## config.mk

```make
export PLATFORM = sky130hd
export DESIGN_NAME = phy_cfg_loader
export DESIGN_NICKNAME = d
export VERILOG_FILES = /design/src/rtl/phy_cfg_loader.sv
export SDC_FILE = /design/constraint.sdc
export NUM_CORES = 1
export LEC_CHECK = 0
export ABC_AREA = 1
export BUFFER_PORTS_ARGS = -buffer_cell sky130_fd_sc_hd__buf_2
export CAP_MARGIN = 15
export CORE_MARGIN = 2
export CORE_UTILIZATION = 25
export CTS_BUF_LIST = sky130_fd_sc_hd__clkbuf_16
export CTS_CLUSTER_SIZE = 20
export DETAILED_ROUTE_END_ITERATION = 6
export PLACE_DENSITY = 0.52
export SKIP_CTS_REPAIR_TIMING = 1
export SYNTH_ARGS = -nofsm -noshare
export SYNTH_HDL_FRONTEND = slang
export SYNTH_SLANG_ARGS = --single-unit
```

## constraint.sdc

```tcl
create_clock -name clk -period 2.6 [get_ports clk]
set_input_delay 0.52 -clock clk [delete_from_list [all_inputs] [get_ports clk]]
set_output_delay 0.52 -clock clk [all_outputs]
set_load 0.05 [all_outputs]
```

## src/rtl/phy_cfg_loader.sv

```systemverilog
module phy_cfg_loader #(
  parameter int LANES  = 2,
  parameter int AW     = 16,
  parameter int DW     = 8,
  parameter int W1_LEN = 10,
  parameter int W2_LEN = 64,
  parameter logic [AW-1:0] W1_BASE = 16'h0065,
  parameter logic [AW-1:0] W2_BASE = 16'h8065,
  parameter logic [W1_LEN*DW-1:0] TBL1 = {W1_LEN{8'h00}},
  parameter logic [W2_LEN*DW-1:0] TBL2 = {W2_LEN{8'h00}},
  parameter logic [AW-1:0] FORCE_ADDR = 16'h800F,
  parameter logic [DW-1:0] FORCE_VAL  = 8'h1F,
  parameter logic [AW-1:0] SET_ADDR   = 16'h0029,
  parameter logic [DW-1:0] SET_MASK   = 8'h0E,
  parameter logic [AW-1:0] CLRA_ADDR  = 16'h0056,
  parameter logic [DW-1:0] CLRA_MASK  = 8'h08,
  parameter logic [AW-1:0] CLRB_ADDR  = 16'h0018,
  parameter logic [DW-1:0] CLRB_MASK  = 8'h07,
  localparam int LW    = (LANES > 1) ? $clog2(LANES) : 1,
  localparam int MAXW  = (W2_LEN > W1_LEN) ? W2_LEN : W1_LEN,
  localparam int IW    = (MAXW > 7) ? $clog2(MAXW) : 3
) (
  input  logic          clk,
  input  logic          rst_n,
  input  logic          start_i,
  input  logic          verify_i,
  output logic          req_o,
  output logic          we_o,
  output logic [LW-1:0] lane_o,
  output logic [AW-1:0] addr_o,
  output logic [DW-1:0] wdata_o,
  input  logic          ack_i,
  input  logic [DW-1:0] rdata_i,
  output logic          done_o,
  output logic          mism_o,
  output logic [LW-1:0] mism_lane_o,
  output logic [AW-1:0] mism_addr_o
);

  typedef enum logic [2:0] {S_IDLE, S_WIN1, S_WIN2, S_FIX, S_VER1, S_VER2} phase_t;

  phase_t        phase;
  logic [IW-1:0] idx;
  logic [LW-1:0] lane;
  logic          verify_q;
  logic [DW-1:0] rmw;
  logic [DW-1:0] exp_byte;
  logic          last_idx;

  wire adv       = req_o & ack_i;
  wire lane_last = (lane == LW'(LANES - 1));
  wire in_ver    = (phase == S_VER1) || (phase == S_VER2);

  always_comb begin
    we_o     = 1'b0;
    addr_o   = '0;
    exp_byte = '0;
    last_idx = 1'b0;
    unique case (phase)
      S_WIN1, S_VER1: begin
        we_o     = (phase == S_WIN1);
        addr_o   = W1_BASE + AW'(idx);
        exp_byte = DW'(TBL1 >> (DW * idx));
        last_idx = (idx == IW'(W1_LEN - 1));
      end
      S_WIN2, S_VER2: begin
        we_o     = (phase == S_WIN2);
        addr_o   = W2_BASE + AW'(idx);
        exp_byte = DW'(TBL2 >> (DW * idx));
        last_idx = (idx == IW'(W2_LEN - 1));
      end
      S_FIX: begin
        we_o     = ~idx[0];
        last_idx = (idx == IW'(6));
        case (idx[2:0])
          3'd0:       begin addr_o = FORCE_ADDR; exp_byte = FORCE_VAL;        end
          3'd1, 3'd2: begin addr_o = SET_ADDR;   exp_byte = rmw | SET_MASK;   end
          3'd3, 3'd4: begin addr_o = CLRA_ADDR;  exp_byte = rmw & ~CLRA_MASK; end
          default:    begin addr_o = CLRB_ADDR;  exp_byte = rmw & ~CLRB_MASK; end
        endcase
      end
      default: ;
    endcase
  end

  assign req_o   = (phase != S_IDLE);
  assign lane_o  = lane;
  assign wdata_o = we_o ? exp_byte : '0;

  always_ff @(posedge clk) begin
    if (!rst_n) begin
      phase       <= S_IDLE;
      idx         <= '0;
      lane        <= '0;
      verify_q    <= 1'b0;
      rmw         <= '0;
      done_o      <= 1'b0;
      mism_o      <= 1'b0;
      mism_lane_o <= '0;
      mism_addr_o <= '0;
    end else if (phase == S_IDLE) begin
      if (start_i) begin
        phase       <= S_WIN1;
        idx         <= '0;
        lane        <= '0;
        verify_q    <= verify_i;
        done_o      <= 1'b0;
        mism_o      <= 1'b0;
        mism_lane_o <= '0;
        mism_addr_o <= '0;
      end
    end else if (adv) begin
      if (phase == S_FIX && idx[0])
        rmw <= rdata_i;
      if (in_ver && rdata_i != exp_byte && !mism_o) begin
        mism_o      <= 1'b1;
        mism_lane_o <= lane;
        mism_addr_o <= addr_o;
      end
      if (!last_idx) begin
        idx <= idx + 1'b1;
      end else begin
        idx <= '0;
        case (phase)
          S_WIN1: phase <= S_WIN2;
          S_WIN2: phase <= S_FIX;
          S_VER1: phase <= S_VER2;
          S_FIX: begin
            if (!lane_last) begin
              lane  <= lane + 1'b1;
              phase <= S_WIN1;
            end else begin
              lane <= '0;
              if (verify_q) phase <= S_VER1;
              else begin phase <= S_IDLE; done_o <= 1'b1; end
            end
          end
          default: begin
            if (!lane_last) begin
              lane  <= lane + 1'b1;
              phase <= S_VER1;
            end else begin
              lane   <= '0;
              phase  <= S_IDLE;
              done_o <= 1'b1;
            end
          end
        endcase
      end
    end
  end


  req_hold_chk: assert property (@(posedge clk) disable iff (!rst_n)
    req_o && !ack_i |=> req_o && $stable(addr_o) && $stable(we_o) && $stable(wdata_o) && $stable(lane_o));


  done_quiet_chk: assert property (@(posedge clk) disable iff (!rst_n)
    done_o |-> !req_o);


  done_after_ack_chk: assert property (@(posedge clk) disable iff (!rst_n)
    $rose(done_o) |-> $past(req_o && ack_i));


  set_bits_chk: assert property (@(posedge clk) disable iff (!rst_n)
    req_o && ack_i && !we_o && addr_o == SET_ADDR |=> we_o && addr_o == SET_ADDR && (wdata_o & SET_MASK) == SET_MASK);


  clra_bits_chk: assert property (@(posedge clk) disable iff (!rst_n)
    req_o && ack_i && !we_o && addr_o == CLRA_ADDR |=> we_o && addr_o == CLRA_ADDR && (wdata_o & CLRA_MASK) == '0);


  clrb_bits_chk: assert property (@(posedge clk) disable iff (!rst_n)
    req_o && ack_i && !we_o && addr_o == CLRB_ADDR |=> we_o && addr_o == CLRB_ADDR && (wdata_o & CLRB_MASK) == '0);


  mism_sticky_chk: assert property (@(posedge clk) disable iff (!rst_n)
    mism_o && req_o |=> mism_o && $stable(mism_addr_o) && $stable(mism_lane_o));

endmodule

```

; ---- Yosys cells after proc, flatten, opt, wreduce, memory -nomap -nowiden
; Cells that the tools add are included.
[op_classes]
n_addsub = 4
eq_ne = 16
shift = 2
n_mux = 42
reduce_logical = 24
bitwise = 3
[ops]
columns = operator, n
row1 = 16-bit case mux with 3 select lines, 2
row2 = 16-bit two-way mux, 4
row3 = 8-bit case mux with 3 select lines, 2
row4 = 6-bit two-way mux, 4
row5 = 3-bit two-way mux, 7
row6 = 1-bit two-way mux, 18
row7 = 1-bit by 9-bit >> shifter with 8-bit output (first input constant), 2
row8 = 16-bit by 6-bit adder with 16-bit output (first input constant), 1
row9 = 3-bit by 2-bit == test with 1-bit output (second input constant), 4
row10 = 3-bit case mux with 4 select lines, 1
row11 = 3-bit == test (second input constant), 3
row12 = 3-bit AND reduction, 3
row13 = 7-bit by 6-bit adder with 8-bit output (first input constant), 1
row14 = 8-bit two-way mux, 1
row15 = 8-bit != test, 1
row16 = 2-bit nonzero test, 4
row17 = 2-bit OR reduction, 4
row18 = 6-bit by 1-bit adder with 6-bit output (second input constant), 1
row19 = 3-bit by 1-bit == test with 1-bit output (second input constant), 2
row20 = 6-bit by 3-bit == test with 1-bit output (second input constant), 1
row21 = 6-bit by 4-bit == test with 1-bit output (second input constant), 1
row22 = 6-bit == test (second input constant), 1
row23 = 3-bit logical NOT, 2
row24 = 1-bit case mux with 3 select lines, 2
row25 = 15 further kinds, 19
[word_totals]
inputBits = 13
regBits = 38

; ---- Longest topological paths before layout
; Gate-level depths: netlist (run 1).
[logic_depth]
ltp_word = 10
depth_mapped = 16

; ---- Worst setup path before layout (run 1)
; Ideal clock, no wire load.
[synth_timing]
path_kind = flip-flop to output port
from = reg phase[1]
to = out addr_o[4]
required_time_ps = 2080
arrival_time_ps = 2161
stages_incl_launch_ff = 9
n_path_buf = 0
path_slack_ps = -81
path_cell_list = dfxtp_1 > inv_2 > nor2_1 > nand2_1 > nand2_1 > nor2_1 > inv_2 > nand2_1 > o21ai_0
[synth_between]
elab_chain_cells = 3
elab_cells_between_ends = 8
classes_between = eq/ne: 5 / mux: 1 / reduce/logical: 2
[synth_lines]
columns = item, line
row1 = "start, declared", 42  ; phase_t phase;
row2 = "start signal, assigned", 92  ; phase <= S_IDLE;
row3 = "start signal, assigned", 103  ; phase <= S_WIN1;
row4 = "start signal, assigned", 125  ; S_WIN1: phase <= S_WIN2;
row5 = "3-bit == test, or another cell as far along", 59  ; unique case (phase)
row6 = 2-bit OR reduction, 59
row7 = 16-bit case mux with 3 select lines (*), 59
row8 = "end, declared", 30  ; output logic [AW-1:0] addr_o,
; Every way passes the cells marked *; elsewhere a longest branch is shown, timed or not.

; ---- Final worst setup path (run 1)
[layout_timing]
from = reg idx[1]
to = out addr_o[3]
[layout_between]
elab_chain_cells = 4
elab_cells_between_ends = 11
classes_between = add/sub: 2 / eq/ne: 4 / mux: 2 / reduce/logical: 3
[layout_lines]
columns = item, line
row1 = "start, declared", 43  ; logic [IW-1:0] idx;
row2 = "start signal, assigned", 121  ; idx <= idx + 1'b1;
row3 = "parallel branches: the longest is 3 deep, another holds 16-bit by 6-bit adder with 16-bit output", -
row4 = 16-bit case mux with 3 select lines (*), 59
; Mark *: on every way between the ends.

==> results.sh, run 1 <==
export IMPL_worst_pin_slew_ps=636
export IMPL_place_area_mm2=0.00249
export IMPL_maxSlewViolCount=0
export IMPL_routedWlPerCell_um=12.4
export IMPL_synth_area_leaders="dfxtp_1 28%, nand2_1 11%, nand3_2 5.8%, buf_4 5.7%, nand3_1 5.6%"
export IMPL_rsz0062_at_grt="true"
export IMPL_rows=34
export IMPL_syn_to_final_growth_pct=19.7
export IMPL_min_from="done_o$_SDFFE_PN0P_"
export IMPL_setup_violations=0
export IMPL_syn_inst=323
export IMPL_worstPathCellList="inv_1, ha_1, nand2_1, nand3_1, nand2_2, o221ai_1, buf_2"
export IMPL_min_to="done_o$_SDFFE_PN0P_"
export IMPL_post_route_cell_area_mm2=0.00266
export IMPL_synth_top_area_cell="dfxtp_1"
export IMPL_critical_path_class="flip-flop to output pin"
export IMPL_wirelength_mm=5.89
export IMPL_cts_tree="built"
export IMPL_synth_xor_area_share=0.0197
export IMPL_peakVddDrop_uv=300
export IMPL_crit_slowest_cell="dfxtp_1"
export IMPL_finalCritPeriodShare=0.962
export IMPL_r2r_slack_ps=340
export IMPL_slowest_delay_ps=420
export IMPL_yosys_warnings=0
export IMPL_drive_above_1_share=0.322
export IMPL_portBuffers=44
export IMPL_cp_data_arrival_time_ps=1980
export IMPL_clockBufferDepth=2
export IMPL_max_slew_margin_rel=0.576
export IMPL_synth_mux_area_frac=0
export IMPL_cp_end_kind="output pin"
export IMPL_root_buffer="clkbuf_16"
export IMPL_n_fill_cell=982
export IMPL_fmax_mhz=400
export IMPL_grt_pass1_vias=2050
export IMPL_drt_iter0_markers=110
export IMPL_vias=2167
export IMPL_core_area_mm2=0.00868
export IMPL_nNetsFinal=385
export IMPL_cp_max_fo=8
export IMPL_synth_top_family_by_area="simple AND/OR/NAND/NOR gates"
export IMPL_holdWs_ps=441
export IMPL_synth_edff_count=0
export IMPL_synth_compound_area_frac=0.157
export IMPL_async_reset_ff_frac=0
export IMPL_die_w_um=98.3
export IMPL_initial_utilization=0.256
export IMPL_syn_area_per_cell_um2=6.89
export IMPL_gp_congestion=0.905
export IMPL_grt_max_degree=15
export IMPL_grt_overflow_total=0
export IMPL_yosys_area_share_simple=0.375
export IMPL_p_per_area_mw_per_mm2=1080
export IMPL_route_detailed_drc=0
export IMPL_hold_viol_final=0
export IMPL_htree_levels=2
export IMPL_numCtsBuffers=5
export IMPL_pre_cts_ws_ps=120
export IMPL_timing_rr_start="idx[1]$_SDFFE_PN0P_"
export IMPL_synthAdderAreaFrac=0.0225
export IMPL_fin_skew_ps=4.12
export IMPL_run_status="completed"
export IMPL_r2r_end="mism_lane_o$_SDFFE_PN0P_"
export IMPL_pin_count=59
export IMPL_hold_class="flip-flop to flip-flop"
export IMPL_dr_pass1_iters=4
export IMPL_ant_nets=0
export IMPL_leakagePower_nw=1.19
export IMPL_ys_seq_area_frac=0.279
export IMPL_cp_start_kind="flip-flop"
export IMPL_clock_sinks=31
export IMPL_maxCapViolations=0
export IMPL_syn_area_mm2=0.00222
export IMPL_cp_buffers_inverters=2
export IMPL_fin_total_pwr_mw=2.89
export IMPL_cp_required_ps=2080
export IMPL_yosys_register_bits=31
export IMPL_track_usage=0.126
export IMPL_hold_depth=2
export IMPL_synth_cell_types=36
export IMPL_worst_slack_ps=100
export IMPL_yosys_most_used_dff="dfxtp_1"
export IMPL_post_drt_via_cell_ratio=4.54
export IMPL_antenna_found_initial=0
export IMPL_path_clk_slew_ps=50
export IMPL_path_delay_family="simple AND/OR/NAND/NOR gates"
export IMPL_worstSkewPairLatency_ps=280
export IMPL_die_area_mm2=0.00967
export IMPL_setup_tns_ps=0
export IMPL_antenna_cells=0
export IMPL_grt_pass1_wl_mm=10.0
export IMPL_die_y_um=98.3
export IMPL_min_period_ps=2500
export IMPL_dp_final_hpwl_mm=4.67
export IMPL_netlist_area_leader_share=0.279
export IMPL_reg2reg_depth=15
layer usage:
metal	wire, um	vias up	global-route usage
met5	0	-	0
met3	337	11	0.0272
met2	2590	64	0.196
li1	-	1118	-
met1	2800	974	0.171
met4	170	0	0.0495
placed cells by master (no fill, tap or decap), drive strengths merged:
cell type and count:
o22ai 2, xor2 5, a21oi 29, nand2 74, o32ai 1, nand3b 4, nor3b 1, nor3 5
inv 36, nand4 4, clkbuf 6, nand3 38, o221ai 4, buf 48, clkinv 5, o21ai 20
conb 14, ha 4, dfxtp 31, nor2 36, nor4 1, o2111a 1
metrics by stage:
step                utilization  instances
finish                    0.307        477
global route              0.307        477
CTS                       0.303        477
detailed placement        0.286        469
global placement          0.286        469
floorplan                     -        336
registers in the layout (all words and copies together) (netlist names):
signal       count
done_o           1
phase            3
lane_o           1
mism_lane_o      1
mism_o           1
mism_addr_o      9
rmw              8
idx              6
verify_q         1
report_power, final:
| group | internal (mW) | switching (mW) |
|---|---|---|
| sequential | 0.535 | 0.0952 |
| clock | 0.348 | 0.203 |
| combinational | 0.415 | 1.29 |
| total | 1.30 | 1.59 |
final cells by class:
type                       count  area, um^2  share of cell area
clock buffer                   5         125              0.0470
clock inverter                 3        15.0             0.00564
inverter                      38         143              0.0535
multi-input combinational    243        1350               0.507
sequential                    31         624               0.234
tap                          108         135              0.0507
timing repair buffer          49         272               0.102
kinds of logic (layout without fill, tap and decap cells):
| family | Yosys count | in the layout |
|---|---|---|
| flops | 31 | 31 |
| fa+ha+maj | 4 | 4 |
| buf+inv | 62 | 95 |
| xor+xnor | 5 | 5 |
| other cells | 1 | 14 |
| compound gates | 57 | 57 |
| simple gates | 163 | 163 |
worst reg2reg max path: stages (launching register included):
cell,delay (ps)
dfxtp_1,420
inv_1,110
ha_1,220
nand2_1,130
nand3_1,140
clkinv_1,90
nand2_1,90
nand2_1,90
nand2_1,50
nand2_1,70
inv_2,40
nor2_2,120
nand2_2,170
nand2_4,210
nand3_1,90
a21oi_1,120
cell usage after synthesis (5+ instances only):
cell and n:
nor2_2 6, xor2_1 5, nand2_2 7, nor2_1 29, dfxtp_1 31, a21oi_1 20, nand3_1 25, a21oi_2 9
nand2_1 65, buf_4 17, inv_1 25, o21ai_1 7, inv_2 11, nand3_2 13, o21ai_0 12
worst max path at each step:
stage,slack (ps),from,endpoint,depth (start not counted)
after global routing,-40,idx[1]$_SDFFE_PN0P_,addr_o[3],7
after global placement,110,idx[0]$_SDFFE_PN0P_,mism_lane_o$_SDFFE_PN0P_,13
after CTS,-130,idx[0]$_SDFFE_PN0P_,addr_o[3],7
after floorplan,20,phase[2]$_SDFFE_PN0P_,addr_o[5],4
final,100,idx[1]$_SDFFE_PN0P_,addr_o[3],7
after detailed placement,120,idx[0]$_SDFFE_PN0P_,mism_lane_o$_SDFFE_PN0P_,15
Power figures use the tool's default switching activity.
==> run 2, diff against run 1 <==
--- a/config.mk
+++ b/config.mk
@@ -10,10 +10,10 @@
 export CAP_MARGIN = 15
 export CORE_MARGIN = 2
 export CORE_UTILIZATION = 25
-export CTS_BUF_LIST = sky130_fd_sc_hd__clkbuf_16
+export CTS_BUF_LIST = sky130_fd_sc_hd__clkbuf_8
 export CTS_CLUSTER_SIZE = 20
 export DETAILED_ROUTE_END_ITERATION = 6
-export PLACE_DENSITY = 0.52
+export PLACE_DENSITY = 0.42
 export SKIP_CTS_REPAIR_TIMING = 1
 export SYNTH_ARGS = -nofsm -noshare
 export SYNTH_HDL_FRONTEND = slang
==> run 2 against run 1 <==
Sequential cell count did not move. Setup slack got worse by 2.0 ps. Sequential power rose by 0.8%. Non-clock buffer count rose by 1. Critical path depth fell by 1. Global-route usage rose by 0.68 points. First-iteration DRC count fell by 13%. Die area did not move. Hold slack improved by 7.7 ps. Critical path type unchanged. Highest routed layer unchanged.
==> results.sh, run 2 (same netlist as run 1, synthesis figures left out) <==
export IMPL_run_status="completed"
export IMPL_cp_end_kind="output pin"
export IMPL_cp_max_fo=10
export IMPL_track_usage=0.133
export IMPL_pin_count=59
export IMPL_die_w_um=98.3
export IMPL_worst_pin_slew_ps=590
export IMPL_final_cell_mix="64 x nand2_1, 39 x buf_2, 27 x dfxtp_1"
export IMPL_core_area_mm2=0.00868
export IMPL_antenna_found_initial=0
export IMPL_routedWlPerCell_um=12.9
export IMPL_fin_skew_ps=6.51
export IMPL_startpoint="phase[2]$_SDFFE_PN0P_"
export IMPL_maxCapViolations=0
export IMPL_cp_data_arrival_time_ps=1980
export IMPL_dr_pass1_iters=4
export IMPL_post_route_cell_area_mm2=0.00264
export IMPL_cp_required_ps=2080
export IMPL_rows=34
export IMPL_htree_levels=2
export IMPL_final_util=0.304
export IMPL_clock_sinks=31
export IMPL_cp_depth=6
export IMPL_rsz0062_at_grt="true"
export IMPL_die_area_mm2=0.00967
export IMPL_grt_max_degree=15
export IMPL_path_delay_family="simple AND/OR/NAND/NOR gates"
export IMPL_reg_top3="mism_addr_o x9, rmw x8, idx x6"
export IMPL_nNetsFinal=386
export IMPL_finalCritPeriodShare=0.962
export IMPL_n_fill_cell=959
export IMPL_route_detailed_drc=0
export IMPL_p_per_area_mw_per_mm2=1060
export IMPL_ant_nets=0
export IMPL_dp_final_hpwl_mm=4.93
export IMPL_grt_overflow_total=0
export IMPL_drive_above_1_share=0.324
export IMPL_reg2reg_depth=14
export IMPL_drt_iter0_markers=96
export IMPL_die_y_um=98.3
export IMPL_vias=2142
export IMPL_pre_cts_ws_ps=168
export IMPL_clockBufferDepth=2
export IMPL_slowest_delay_ps=510
export IMPL_cp_endpoint="wdata_o[2]"
export IMPL_maxSlewViolCount=0
export IMPL_peakVddDrop_uv=244
export IMPL_holdWs_ps=449
export IMPL_placed_cells=470
export IMPL_leakagePower_nw=1.18
export IMPL_setup_violations=0
export IMPL_setup_tns_ps=0
export IMPL_cp_start_kind="flip-flop"
export IMPL_grt_pass1_vias=2008
export IMPL_wirelength_mm=6.15
export IMPL_crit_slowest_cell="dfxtp_1"
export IMPL_antenna_cells=0
export IMPL_hold_viol_final=0
export IMPL_fmax_mhz=400
export IMPL_top_register="mism_addr_o"
export IMPL_syn_to_final_growth_pct=18.7
export IMPL_fin_total_pwr_mw=2.79
export IMPL_worst_slack_ps=98.1
export IMPL_hold_class="flip-flop to flip-flop"
export IMPL_initial_utilization=0.256
export IMPL_post_drt_via_cell_ratio=4.48
export IMPL_largest_reg_flops=9
export IMPL_fin_cells=478
export IMPL_grt_pass1_wl_mm=10.4
export IMPL_numCtsBuffers=5
export IMPL_place_area_mm2=0.00249
export IMPL_r2r_slack_ps=390
export IMPL_gp_congestion=0.851
export IMPL_timing_rr_start="idx[0]$_SDFFE_PN0P_"
export IMPL_path_clk_slew_ps=60
export IMPL_cp_buffers_inverters=2
export IMPL_max_slew_margin_rel=0.605
export IMPL_root_buffer="clkbuf_8"
export IMPL_layout_commonest_cell="nand2_1"
export IMPL_portBuffers=44
export IMPL_worstSkewPairLatency_ps=290
export IMPL_critical_path_class="flip-flop to output pin"
export IMPL_min_period_ps=2500
export IMPL_cts_tree="built"
export IMPL_worstPathCellList="inv_2, nand3_2, nor2_1, nor2_2, a21oi_1, buf_2"
export IMPL_r2r_end="mism_lane_o$_SDFFE_PN0P_"
[run 2: worst min path at each step]
stage                              from                   to  cells past startpoint
global route        done_o$_SDFFE_PN0P_  done_o$_SDFFE_PN0P_                      2
CTS                 done_o$_SDFFE_PN0P_  done_o$_SDFFE_PN0P_                      2
global placement    done_o$_SDFFE_PN0P_  done_o$_SDFFE_PN0P_                      2
detailed placement  done_o$_SDFFE_PN0P_  done_o$_SDFFE_PN0P_                      2
floorplan           rmw[3]$_SDFFE_PN0P_  rmw[3]$_SDFFE_PN0P_                      2
finish              done_o$_SDFFE_PN0P_  done_o$_SDFFE_PN0P_                      2
[run 2: layout make-up]
| cell class | count | area (um^2) | share of cell area |
|---|---|---|---|
| multi-input cells | 243 | 1360 | 0.514 |
| flip-flops and latches | 31 | 626 | 0.237 |
| repair buffers | 50 | 282 | 0.107 |
| inverters | 38 | 143 | 0.0540 |
| well taps | 108 | 135 | 0.0512 |
| clock buffers | 7 | 96.3 | 0.0365 |
| clock inverters | 1 | 3.75 | 0.00142 |
[run 2: where the power goes]
group | internal (mW) | switching (mW)
sequential | 0.536 | 0.0995
combinational | 0.442 | 1.29
clock | 0.238 | 0.187
total | 1.22 | 1.57
[run 2: layer usage]
layer / part of all wire / global-route usage / up-vias
li1: - / - / 1129
met1: 0.50 / 0.188 / 962
met2: 0.45 / 0.206 / 46
met3: 0.040 / 0.0236 / 5
met4: 0.013 / 0.0411 / 0
met5: 0 / 0 / -
[run 2: worst register-to-register path, stage by stage, from the launching register on]
cell,delay [ps]
dfxtp_2,370
inv_2,100
ha_1,200
inv_1,60
nor2_2,160
nand3_1,230
nand3b_1,150
nand2_1,60
nor2_1,70
nand2_1,80
nor2_2,100
nand2_2,150
nand2_4,200
nand3_1,90
a21oi_1,130
==> run 3, diff against run 2 <==
--- a/config.mk
+++ b/config.mk
@@ -8,12 +8,12 @@
 export ABC_AREA = 1
 export BUFFER_PORTS_ARGS = -buffer_cell sky130_fd_sc_hd__buf_2
 export CAP_MARGIN = 15
-export CORE_MARGIN = 2
 export CORE_UTILIZATION = 25
 export CTS_BUF_LIST = sky130_fd_sc_hd__clkbuf_8
 export CTS_CLUSTER_SIZE = 20
 export DETAILED_ROUTE_END_ITERATION = 6
 export PLACE_DENSITY = 0.42
+export REMOVE_ABC_BUFFERS = 1
 export SKIP_CTS_REPAIR_TIMING = 1
 export SYNTH_ARGS = -nofsm -noshare
 export SYNTH_HDL_FRONTEND = slang
==> constraint.sdc (replaced) <==
create_clock -name clk -period 2.6 [get_ports clk]
set_input_delay 0.52 -clock clk [delete_from_list [all_inputs] [get_ports clk]]
set_output_delay 0.52 -clock clk [all_outputs]
set_load 0.01 [all_outputs]
==> run 3 against run 2 <==
Non-clock buffer count is 2 lower. Combinational power decreased by 25%. Power is 18% lower. Count of clock-buffer cells in the layout shrank 2. Sequential share of layout area rose by 0.56 points. Critical endpoint is now addr_o[5]. Highest routed layer unchanged.
==> results.sh, run 3 (same netlist as run 1, synthesis figures left out) <==
export IMPL_ant_nets=0
export IMPL_largest_reg_flops=9
export IMPL_vias=2163
export IMPL_clockBufferDepth=2
export IMPL_syn_to_final_growth_pct=15.5
export IMPL_power_frac_clock=0.162
export IMPL_crit_slowest_cell="o32ai_1"
export IMPL_p_per_area_mw_per_mm2=892
export IMPL_grt_overflow_total=0
export IMPL_slowest_delay_ps=640
export IMPL_max_slew_margin_rel=0.563
export IMPL_antenna_cells=0
export IMPL_portBuffers=44
export IMPL_wirelength_mm=5.96
export IMPL_power_frac_comb=0.564
export IMPL_reg_top3="mism_addr_o x9, rmw x8, idx x6"
export IMPL_setup_violations=0
export IMPL_die_w_um=96.3
export IMPL_seqPwrFrac=0.274
export IMPL_gp_congestion=0.772
export IMPL_critical_path_class="flip-flop to output pin"
export IMPL_die_y_um=96.3
export IMPL_peakVddDrop_uv=257
export IMPL_antenna_found_initial=0
export IMPL_fin_skew_ps=8.68
export IMPL_run_status="completed"
export IMPL_fmax_mhz=395
export IMPL_initial_utilization=0.256
export IMPL_nNetsFinal=384
export IMPL_htree_levels=2
export IMPL_layout_commonest_cell="nand2_1"
export IMPL_maxSlewViolCount=0
export IMPL_clock_sinks=31
export IMPL_worst_pin_slew_ps=651
export IMPL_grt_pass1_vias=1869
export IMPL_netSwitchingFraction=0.515
export IMPL_maxCapViolations=0
export IMPL_finalCritPeriodShare=0.973
export IMPL_track_usage=0.133
export IMPL_fin_total_pwr_mw=2.29
export IMPL_rows=34
export IMPL_top_register="mism_addr_o"
export IMPL_cp_data_arrival_time_ps=2010
export IMPL_dp_final_hpwl_mm=4.72
export IMPL_grt_pass1_wl_mm=9.49
export IMPL_min_period_ps=2530
export IMPL_grt_max_degree=15
export IMPL_cp_end_kind="output pin"
export IMPL_drive_above_1_share=0.307
export IMPL_p_switching_mw=1.18
export IMPL_core_area_mm2=0.00868
export IMPL_post_drt_via_cell_ratio=4.54
export IMPL_dr_pass1_iters=4
export IMPL_cp_max_fo=12
export IMPL_leakagePower_nw=1.15
export IMPL_path_clk_slew_ps=70
export IMPL_root_buffer="clkbuf_8"
export IMPL_cp_required_ps=2080
export IMPL_cp_start_kind="flip-flop"
export IMPL_hold_class="flip-flop to flip-flop"
export IMPL_die_area_mm2=0.00928
export IMPL_path_delay_family="compound AO/OA/AOI/OAI gates"
export IMPL_worstSkewPairLatency_ps=290
export IMPL_rsz0062_at_grt="true"
export IMPL_place_area_mm2=0.00248
export IMPL_numCtsBuffers=5
export IMPL_hold_viol_final=0
export IMPL_drt_iter0_markers=141
export IMPL_post_route_cell_area_mm2=0.00257
export IMPL_pin_count=59
export IMPL_route_detailed_drc=0
export IMPL_p_int_mw=1.11
export IMPL_worstPathCellList="inv_2, nand3_2, o32ai_1, buf_2"
export IMPL_routedWlPerCell_um=12.5
export IMPL_final_cell_mix="64 x nand2_1, 44 x buf_2, 29 x dfxtp_1"
export IMPL_cp_buffers_inverters=2
export IMPL_cts_tree="built"
-- run 3: area by class of cell --
type                            count  area [um^2]
Tap cell                          108          135
Multi-Input combinational cell    243         1340
Clock inverter                      3         15.0
Clock buffer                        5         68.8
Sequential cell                    31          623
Timing Repair Buffer               48          250
Inverter                           38          143
Fill cell                         990         6110
-- run 3: through the flow --
| step | utilization | cells | TNS (ps) | worst slack [ps] | hold slack [ps] |
|---|---|---|---|---|---|
| after floorplan | - | 312 | 0 | 594 | 430 |
| after CTS | 0.295 | 476 | -165 | -94.5 | 451 |
| after global routing | 0.296 | 476 | -78.6 | -39.0 | 485 |
| after detailed placement | 0.286 | 468 | 0 | 89.8 | 438 |
| final | 0.296 | 476 | 0 | 69.5 | 448 |
| after global placement | 0.286 | 468 | 0 | 176 | 437 |
-- run 3: path summary, 6_finish.rpt --
check             cells after the start                        to  slack (ps)                   from
setup / recovery                      4                 addr_o[5]          70  phase[2]$_SDFFE_PN0P_
hold reg to reg                       2       done_o$_SDFFE_PN0P_         450    done_o$_SDFFE_PN0P_
hold / removal                        2       done_o$_SDFFE_PN0P_         450    done_o$_SDFFE_PN0P_
setup reg to reg                     13  mism_lane_o$_SDFFE_PN0P_         290  phase[0]$_SDFFE_PN0P_
-- run 3: power by group through the flow --
stage / Clock [mW] / Sequential [mW] / Combinational [mW]
2_1_floorplan: 0 / 0.617 / 0.890
3_3_place_gp: 0 / 0.633 / 1.30
3_5_place_dp: 0 / 0.636 / 1.29
4_1_cts: 0.394 / 0.625 / 1.30
5_1_grt: 0.409 / 0.642 / 1.45
6_report: 0.372 / 0.629 / 1.29
-- run 3: per-layer routing --
layer / global-route usage / routed length [um] / vias up
met5: 0 / 0 / -
met4: 0.0368 / 62 / 0
met3: 0.0213 / 299 / 5
met2: 0.209 / 2700 / 52
met1: 0.188 / 2900 / 985
li1: - / - / 1121
-- run 3: worst reg2reg max path: stages (launching register included) --
cell	delay, ps
dfxtp_1	500
nand2_2	110
nor2_2	360
buf_4	240
nand3_2	110
nand2_1	90
nand2_1	50
nand2_1	50
nand2_1	60
nor2_2	90
nand2_2	160
nand2_4	220
nand3_1	100
a21oi_1	130
